File: src/rtl/irq_core_pkg.sv
package irq_core_pkg;
  typedef enum logic [1:0] {
    REG_FLAG = 2'd0,
    REG_EN   = 2'd1,
    REG_DBG  = 2'd2,
    REG_NONE = 2'd3
  } reg_sel_e;

  typedef enum logic [1:0] {
    WOP_LOAD = 2'd0,
    WOP_SET  = 2'd1,
    WOP_CLR  = 2'd2,
    WOP_NOP  = 2'd3
  } wr_op_e;

  typedef enum logic {
    SW_TRAP  = 1'b0,
    SW_INSTR = 1'b1
  } sw_kind_e;
endpackage

File: src/rtl/irq_flag_reg.sv
module irq_flag_reg #(
  parameter int N_LVL = 16
) (
  input  logic             clk,
  input  logic             rst_n,
  input  logic [N_LVL-1:0] set_i,
  input  logic             wr_en_i,
  input  logic [N_LVL-1:0] wr_keep_i,
  input  logic [N_LVL-1:0] ack_clr_i,
  output logic [N_LVL-1:0] q_o
);
  logic [N_LVL-1:0] keep;
  logic [N_LVL-1:0] nxt;

  // Write-zero-to-clear, then acknowledge clear, then hardware set has the last word
  always_comb begin
    keep = wr_en_i ? wr_keep_i : {N_LVL{1'b1}};
    nxt  = ((q_o & keep) & ~ack_clr_i) | set_i;
  end

  always_ff @(posedge clk or negedge rst_n) begin
    if (!rst_n) q_o <= '0;
    else        q_o <= nxt;
  end
endmodule

File: src/rtl/irq_mask_reg.sv
module irq_mask_reg
  import irq_core_pkg::*;
#(
  parameter int N_LVL = 16
) (
  input  logic             clk,
  input  logic             rst_n,
  input  logic             wr_en_i,
  input  wr_op_e           wr_op_i,
  input  logic [N_LVL-1:0] wdata_i,
  input  logic [N_LVL-1:0] auto_clr_i,
  output logic [N_LVL-1:0] q_o
);
  logic [N_LVL-1:0] written;

  always_comb begin
    written = q_o;
    if (wr_en_i) begin
      unique case (wr_op_i)
        WOP_LOAD: written = wdata_i;
        WOP_SET:  written = q_o | wdata_i;
        WOP_CLR:  written = q_o & wdata_i;
        default:  written = q_o;
      endcase
    end
  end

  always_ff @(posedge clk or negedge rst_n) begin
    if (!rst_n) q_o <= '0;
    else        q_o <= written & ~auto_clr_i;
  end
endmodule

File: src/rtl/irq_prio_pick.sv
module irq_prio_pick #(
  parameter int N_LVL = 16,
  parameter int IDX_W = $clog2(N_LVL)
) (
  input  logic [N_LVL-1:0] req_i,
  output logic             valid_o,
  output logic [IDX_W-1:0] idx_o
);
  logic [N_LVL:0]   blocked;
  logic [N_LVL-1:0] grant;

  assign blocked[0] = 1'b0;

  for (genvar g = 0; g < N_LVL; g++) begin : g_chain
    assign grant[g]     = req_i[g] & ~blocked[g];
    assign blocked[g+1] = blocked[g] | req_i[g];
  end

  assign valid_o = blocked[N_LVL];

  always_comb begin
    idx_o = '0;
    for (int i = 0; i < N_LVL; i++) begin
      if (grant[i]) idx_o = idx_o | IDX_W'(i);
    end
  end
endmodule

File: src/rtl/irq_sw_slot.sv
module irq_sw_slot
  import irq_core_pkg::*;
#(
  parameter int IDX_W = 4
) (
  input  logic             clk,
  input  logic             rst_n,
  input  logic             in_valid_i,
  output logic             in_ready_o,
  input  logic [IDX_W-1:0] in_level_i,
  input  sw_kind_e         in_kind_i,
  input  logic             take_i,
  output logic             full_o,
  output logic [IDX_W-1:0] level_o,
  output sw_kind_e         kind_o
);
  assign in_ready_o = ~full_o;

  always_ff @(posedge clk or negedge rst_n) begin
    if (!rst_n) begin
      full_o  <= 1'b0;
      level_o <= '0;
      kind_o  <= SW_TRAP;
    end else if (take_i) begin
      full_o <= 1'b0;
    end else if (in_valid_i && in_ready_o) begin
      full_o  <= 1'b1;
      level_o <= in_level_i;
      kind_o  <= in_kind_i;
    end
  end
endmodule

File: src/rtl/irq_core_ctrl.sv
module irq_core_ctrl
  import irq_core_pkg::*;
#(
  parameter int N_LVL = 16,
  parameter int IDX_W = $clog2(N_LVL)
) (
  input  logic             clk,
  input  logic             rst_n,
  input  logic [N_LVL-1:0] irq_req,
  input  logic             intm,
  input  logic             cpu_halted,
  input  logic             rt_mode,
  input  logic             reg_wr_en,
  input  logic [1:0]       reg_sel,
  input  logic [1:0]       reg_op,
  input  logic [N_LVL-1:0] reg_wdata,
  output logic [N_LVL-1:0] reg_rdata,
  input  logic             sw_valid,
  output logic             sw_ready,
  input  logic [IDX_W-1:0] sw_level,
  input  logic             sw_kind,
  output logic             irq_valid,
  output logic [IDX_W-1:0] irq_index,
  output logic             irq_sw,
  input  logic             irq_ack
);
  reg_sel_e         sel;
  wr_op_e           op;
  logic [N_LVL-1:0] flag_q, en_q, dbg_q;
  logic [N_LVL-1:0] eligible, dbg_gate, lvl_oh;
  logic [N_LVL-1:0] flag_ack_clr, en_auto_clr;
  logic             hw_valid, take, hw_take, sw_take;
  logic [IDX_W-1:0] hw_idx, slot_level;
  logic             slot_full;
  sw_kind_e         slot_kind;

  assign sel = reg_sel_e'(reg_sel);
  assign op  = wr_op_e'(reg_op);

  // Debug enables only matter while halted in real-time mode
  assign dbg_gate = (cpu_halted && rt_mode) ? dbg_q : {N_LVL{1'b1}};
  assign eligible = flag_q & en_q & dbg_gate & {N_LVL{~intm}};

  irq_prio_pick #(.N_LVL(N_LVL), .IDX_W(IDX_W)) u_pick (
    .req_i   (eligible),
    .valid_o (hw_valid),
    .idx_o   (hw_idx)
  );

  irq_sw_slot #(.IDX_W(IDX_W)) u_slot (
    .clk        (clk),
    .rst_n      (rst_n),
    .in_valid_i (sw_valid),
    .in_ready_o (sw_ready),
    .in_level_i (sw_level),
    .in_kind_i  (sw_kind_e'(sw_kind)),
    .take_i     (sw_take),
    .full_o     (slot_full),
    .level_o    (slot_level),
    .kind_o     (slot_kind)
  );

  // Software entry outranks every hardware level
  assign irq_valid = slot_full | hw_valid;
  assign irq_index = slot_full ? slot_level : hw_idx;
  assign irq_sw    = slot_full;

  assign take    = irq_valid & irq_ack;
  assign hw_take = take & ~slot_full;
  assign sw_take = take & slot_full;
  assign lvl_oh  = N_LVL'(1) << irq_index;

  assign flag_ack_clr = hw_take ? lvl_oh : '0;
  assign en_auto_clr  = (hw_take || (sw_take && slot_kind == SW_INSTR)) ? lvl_oh : '0;

  irq_flag_reg #(.N_LVL(N_LVL)) u_flag (
    .clk       (clk),
    .rst_n     (rst_n),
    .set_i     (irq_req),
    .wr_en_i   (reg_wr_en && sel == REG_FLAG),
    .wr_keep_i (reg_wdata),
    .ack_clr_i (flag_ack_clr),
    .q_o       (flag_q)
  );

  irq_mask_reg #(.N_LVL(N_LVL)) u_en (
    .clk        (clk),
    .rst_n      (rst_n),
    .wr_en_i    (reg_wr_en && sel == REG_EN),
    .wr_op_i    (op),
    .wdata_i    (reg_wdata),
    .auto_clr_i (en_auto_clr),
    .q_o        (en_q)
  );

  irq_mask_reg #(.N_LVL(N_LVL)) u_dbg (
    .clk        (clk),
    .rst_n      (rst_n),
    .wr_en_i    (reg_wr_en && sel == REG_DBG),
    .wr_op_i    (op),
    .wdata_i    (reg_wdata),
    .auto_clr_i ('0),
    .q_o        (dbg_q)
  );

  always_comb begin
    unique case (sel)
      REG_FLAG: reg_rdata = flag_q;
      REG_EN:   reg_rdata = en_q;
      REG_DBG:  reg_rdata = dbg_q;
      default:  reg_rdata = '0;
    endcase
  end
endmodule

File: config.mk
export PLATFORM = sky130hd
export DESIGN_NAME = irq_core_ctrl
export DESIGN_NICKNAME = d
export VERILOG_FILES = /design/src/rtl/irq_core_pkg.sv /design/src/rtl/irq_flag_reg.sv /design/src/rtl/irq_mask_reg.sv /design/src/rtl/irq_prio_pick.sv /design/src/rtl/irq_sw_slot.sv /design/src/rtl/irq_core_ctrl.sv
export SDC_FILE = /design/constraint.sdc
export NUM_CORES = 1
export LEC_CHECK = 0
export CAP_MARGIN = 20
export CORE_MARGIN = 4
export CORE_UTILIZATION = 57
export CTS_CLUSTER_DIAMETER = 40
export CTS_CLUSTER_SIZE = 12
export DETAILED_ROUTE_END_ITERATION = 7
export HOLD_SLACK_MARGIN = 0.1
export PLACE_DENSITY = 0.94
export SLEW_MARGIN = 20
export SYNTH_ARGS = -nofsm -noshare
export SYNTH_HDL_FRONTEND = slang
export SYNTH_HIERARCHICAL = 1
export SYNTH_SLANG_ARGS = --single-unit
File: constraint.sdc
create_clock -name clk -period 6.87 [get_ports clk]
set_input_delay 1.374 -clock clk [delete_from_list [all_inputs] [get_ports clk]]
set_output_delay 1.374 -clock clk [all_outputs]
set_load 0.02 [all_outputs]
==> impl_results.md <==
* Outcome: finished, final reports clean
* Gp weighted congestion at between 0.9 and 1
* Met2 wire length at 5139 um
* Final period util at a little under nine tenths
* CTS tree: done
* Vias at ~3.6k
* PostCTS Resize Cnt at 0
* Port bufs at 71
* Std-Cell Rows at 29
* IO Count at 72
* Power Total at between 0.001 and 0.0015 W
* R2R setup slack at 3.78 ns
* Max-slew violation count at 0
* Htree depth at 2
* Min-delay worst type: flop to flop
* Slew @ Worst Pin at 0.8487 ns
* Area growth syn-to-layout at 22.75%
* Hold_sp: u_slot/kind_o$_DFFE_PN0P_
* Root Buffer: clkbuf_8
* Seq/Total Area, Yosys at between 30% and 40%
* Clock Path Buffers at 2
* Ys flop type: dfrtp_1
* Initial Util at ~58%
* Worst skew pair latency at between 0.3 and 0.4 ns
* First-pass GRT wire length at ~17000 um
* Crit Reg-Reg Startpoint: u_dbg/q_o[8]$_DFF_PN0_
* R2R Path End: u_flag/q_o[2]$_DFF_PN0_
* Unrepaired setup endpoints after global routing: false
* Number of enable flip-flop cells after synthesis at 0
* Grt total ovfl at 0
* Worst IR drop on VDD at between 0.15 and 0.2 mV
* Drc violations at 0
* Hold bufs inserted after CTS at 0
* CP Data Arrival Time at between 4 and 5 ns
* PwrDens at about 220 nW/um^2
* Initial antenna violation count at 0
* WL final at between 10000 and 15000 um
* CP Max Fanout at 16
* Synthesized area per cell at between 8 and 9 um^2
* Synth area leaders: dfrtp_1 (37%), nand2_1 (7.2%), a21oi_2 (5.2%)
* Die area at 7805 um^2
* Worst R2R Path Depth at 11
* Max-slew headroom at roughly 43%
* Ys Warns at 6
* Leakage power at roughly 1.8 nW
* WL met3 at about 970 um
* Setup bufs post-CTS at 0
* Routed Antenna Nets at 0
* Commonest non-fill, non-tap cell in the layout: nand2_1
* Worst setup SP type: primary input
* Max Fclk at between 150 and 200 MHz
* Drt pass-1 iters at 6
* Pin count of the biggest net entering global routing at 55
* DR vias/cell at about 6
* Critical path capture point type: primary output
* Vias in the first global route at between 3k and 4k
* CTS clk-pin slew, worst paths at approximately 0.10 ns
* Hold Path End: u_slot/kind_o$_DFFE_PN0P_
* Top-area cell type share of the netlist area at between 30% and 40%
* Hold-critical path depth at 1
* Skew final at between 0.01 and 0.015 ns
* Die W at around 90 um
* Setup-failing EPs final at 0
* Max-cap viol count at 0
* CP required at 5.50 ns
* WS Path Type: primary input to primary output
* GRT Util Overall at between 20% and 30%
* N_diodes at 0
* Synthesis-stage register bit count at between 50 and 60
* Min Clock Period, post-route at about 5.9 ns
* Uppermost layer routed: met4
* Post-synth top area cell: dfrtp_1
* Nets at roughly 560
* Ratio of cells with drive above 1 in the final layout at between 10 and 15%
* Netlist Area Pre-Place at 3680 um^2
* TritonCTS Buffers at 5
* Most frequent cells in the layout: nand2_1 (71), clkdlybuf4s50_1 (70), dfrtp_1 (54), nor2_1 (49), o21ai_0 (30)
* Met1 Wirelength at roughly 4300 um
* Clock Sinks at 54
* Die height at between 80 and 90 um
* Post-Route Hold Slack at approximately 0.51 ns
* Total negative setup slack at 0 ns
* Core Box Area at 6314 um^2
* DR iter-0 viols at 321
* Gate Count Post-Synth at ~440
* Per-cell routed wire length at about 18 um
* Distinct cells, synth at 44
* Final Hold Fails at 0
* Final HPWL DP at about 7700 um
* Synth async-reset ratio at 100.0%
==> metrics by stage <==
step	instances	setup WS, ns	instance area [um^2]	utilization [%]
floorplan	452	2.252	3736	-
global placement	584	1.125	4407	69.80
detailed placement	584	1.011	4407	69.80
CTS	592	1.036	4517	71.54
global route	592	0.7181	4517	71.54
finish	592	1.012	4517	71.54
==> worst max-delay path: stages <==
cell and delay [ns]:
clkdlybuf4s50_1 0.87, nor3_1 0.25, nor4_4 0.39, nand2_2 0.10, o41ai_2 0.60, mux2_2 0.28
clkdlybuf4s50_1 0.62
==> how the worst max path moves through the flow <==
stage          startpoint      endpoint  depth (start not counted)
6_report             intm  irq_index[1]                          7
5_1_grt        cpu_halted  irq_index[0]                         11
4_1_cts              intm  irq_index[1]                          7
3_5_place_dp         intm  irq_index[1]                          7
3_3_place_gp      rt_mode  irq_index[1]                          9
2_1_floorplan        intm  irq_index[1]                          7
==> cell type report <==
class                   instances  area (um^2)
clock inverters                 2        37.54
inverters                      21        78.83
clock buffers                   6        72.57
multi-input cells             357         2145
well taps                      77        96.34
repair buffers                 75        735.7
fillers                       485         1797
flip-flops and latches         54         1351
==> layer usage <==
metal  track usage, %  vias to the layer above
met5                0                        -
met4            12.50                        0
met3            4.469                       38
met2            46.36                      207
met1            36.81                     1674
li1                 -                     1637
==> state kept, by name, summed over array words and instances, names as in the netlist <==
register and flops:
u_dbg/q_o 16, u_en/q_o 16, u_flag/q_o 16, u_slot/full_o 1, u_slot/kind_o 1, u_slot/level_o 4
==> report_power, final <==
group | internal, W | leakage, nW | switching (W)
logic | 0.000165 | 1.19 | 0.000225
clock network | 0.000109 | 0.0514 | 0.000109
registers | 0.000355 | 0.588 | 0.0000471
==> cell usage after synthesis, types with 6 or more instances <==
cell	count
nand2_1	71
dfrtp_1	54
nor2_1	49
o21ai_0	30
nor3_1	25
a21oi_2	22
inv_1	21
nand2b_1	21
o21ai_1	20
a21oi_1	16
mux2i_1	16
a31o_1	10
mux2_2	8
buf_6	7
nor3_2	7
a31o_2	6
==> logic make-up after synthesis <==
logic type	synth area share [%]
AO/OA/AOI/OAI	20.74
other	0.1019
buffers and inverters	6.665
multiplexers	6.800
flip-flops	36.72
AND/OR/NAND/NOR	28.97
(Power assumes the default switching activity.)
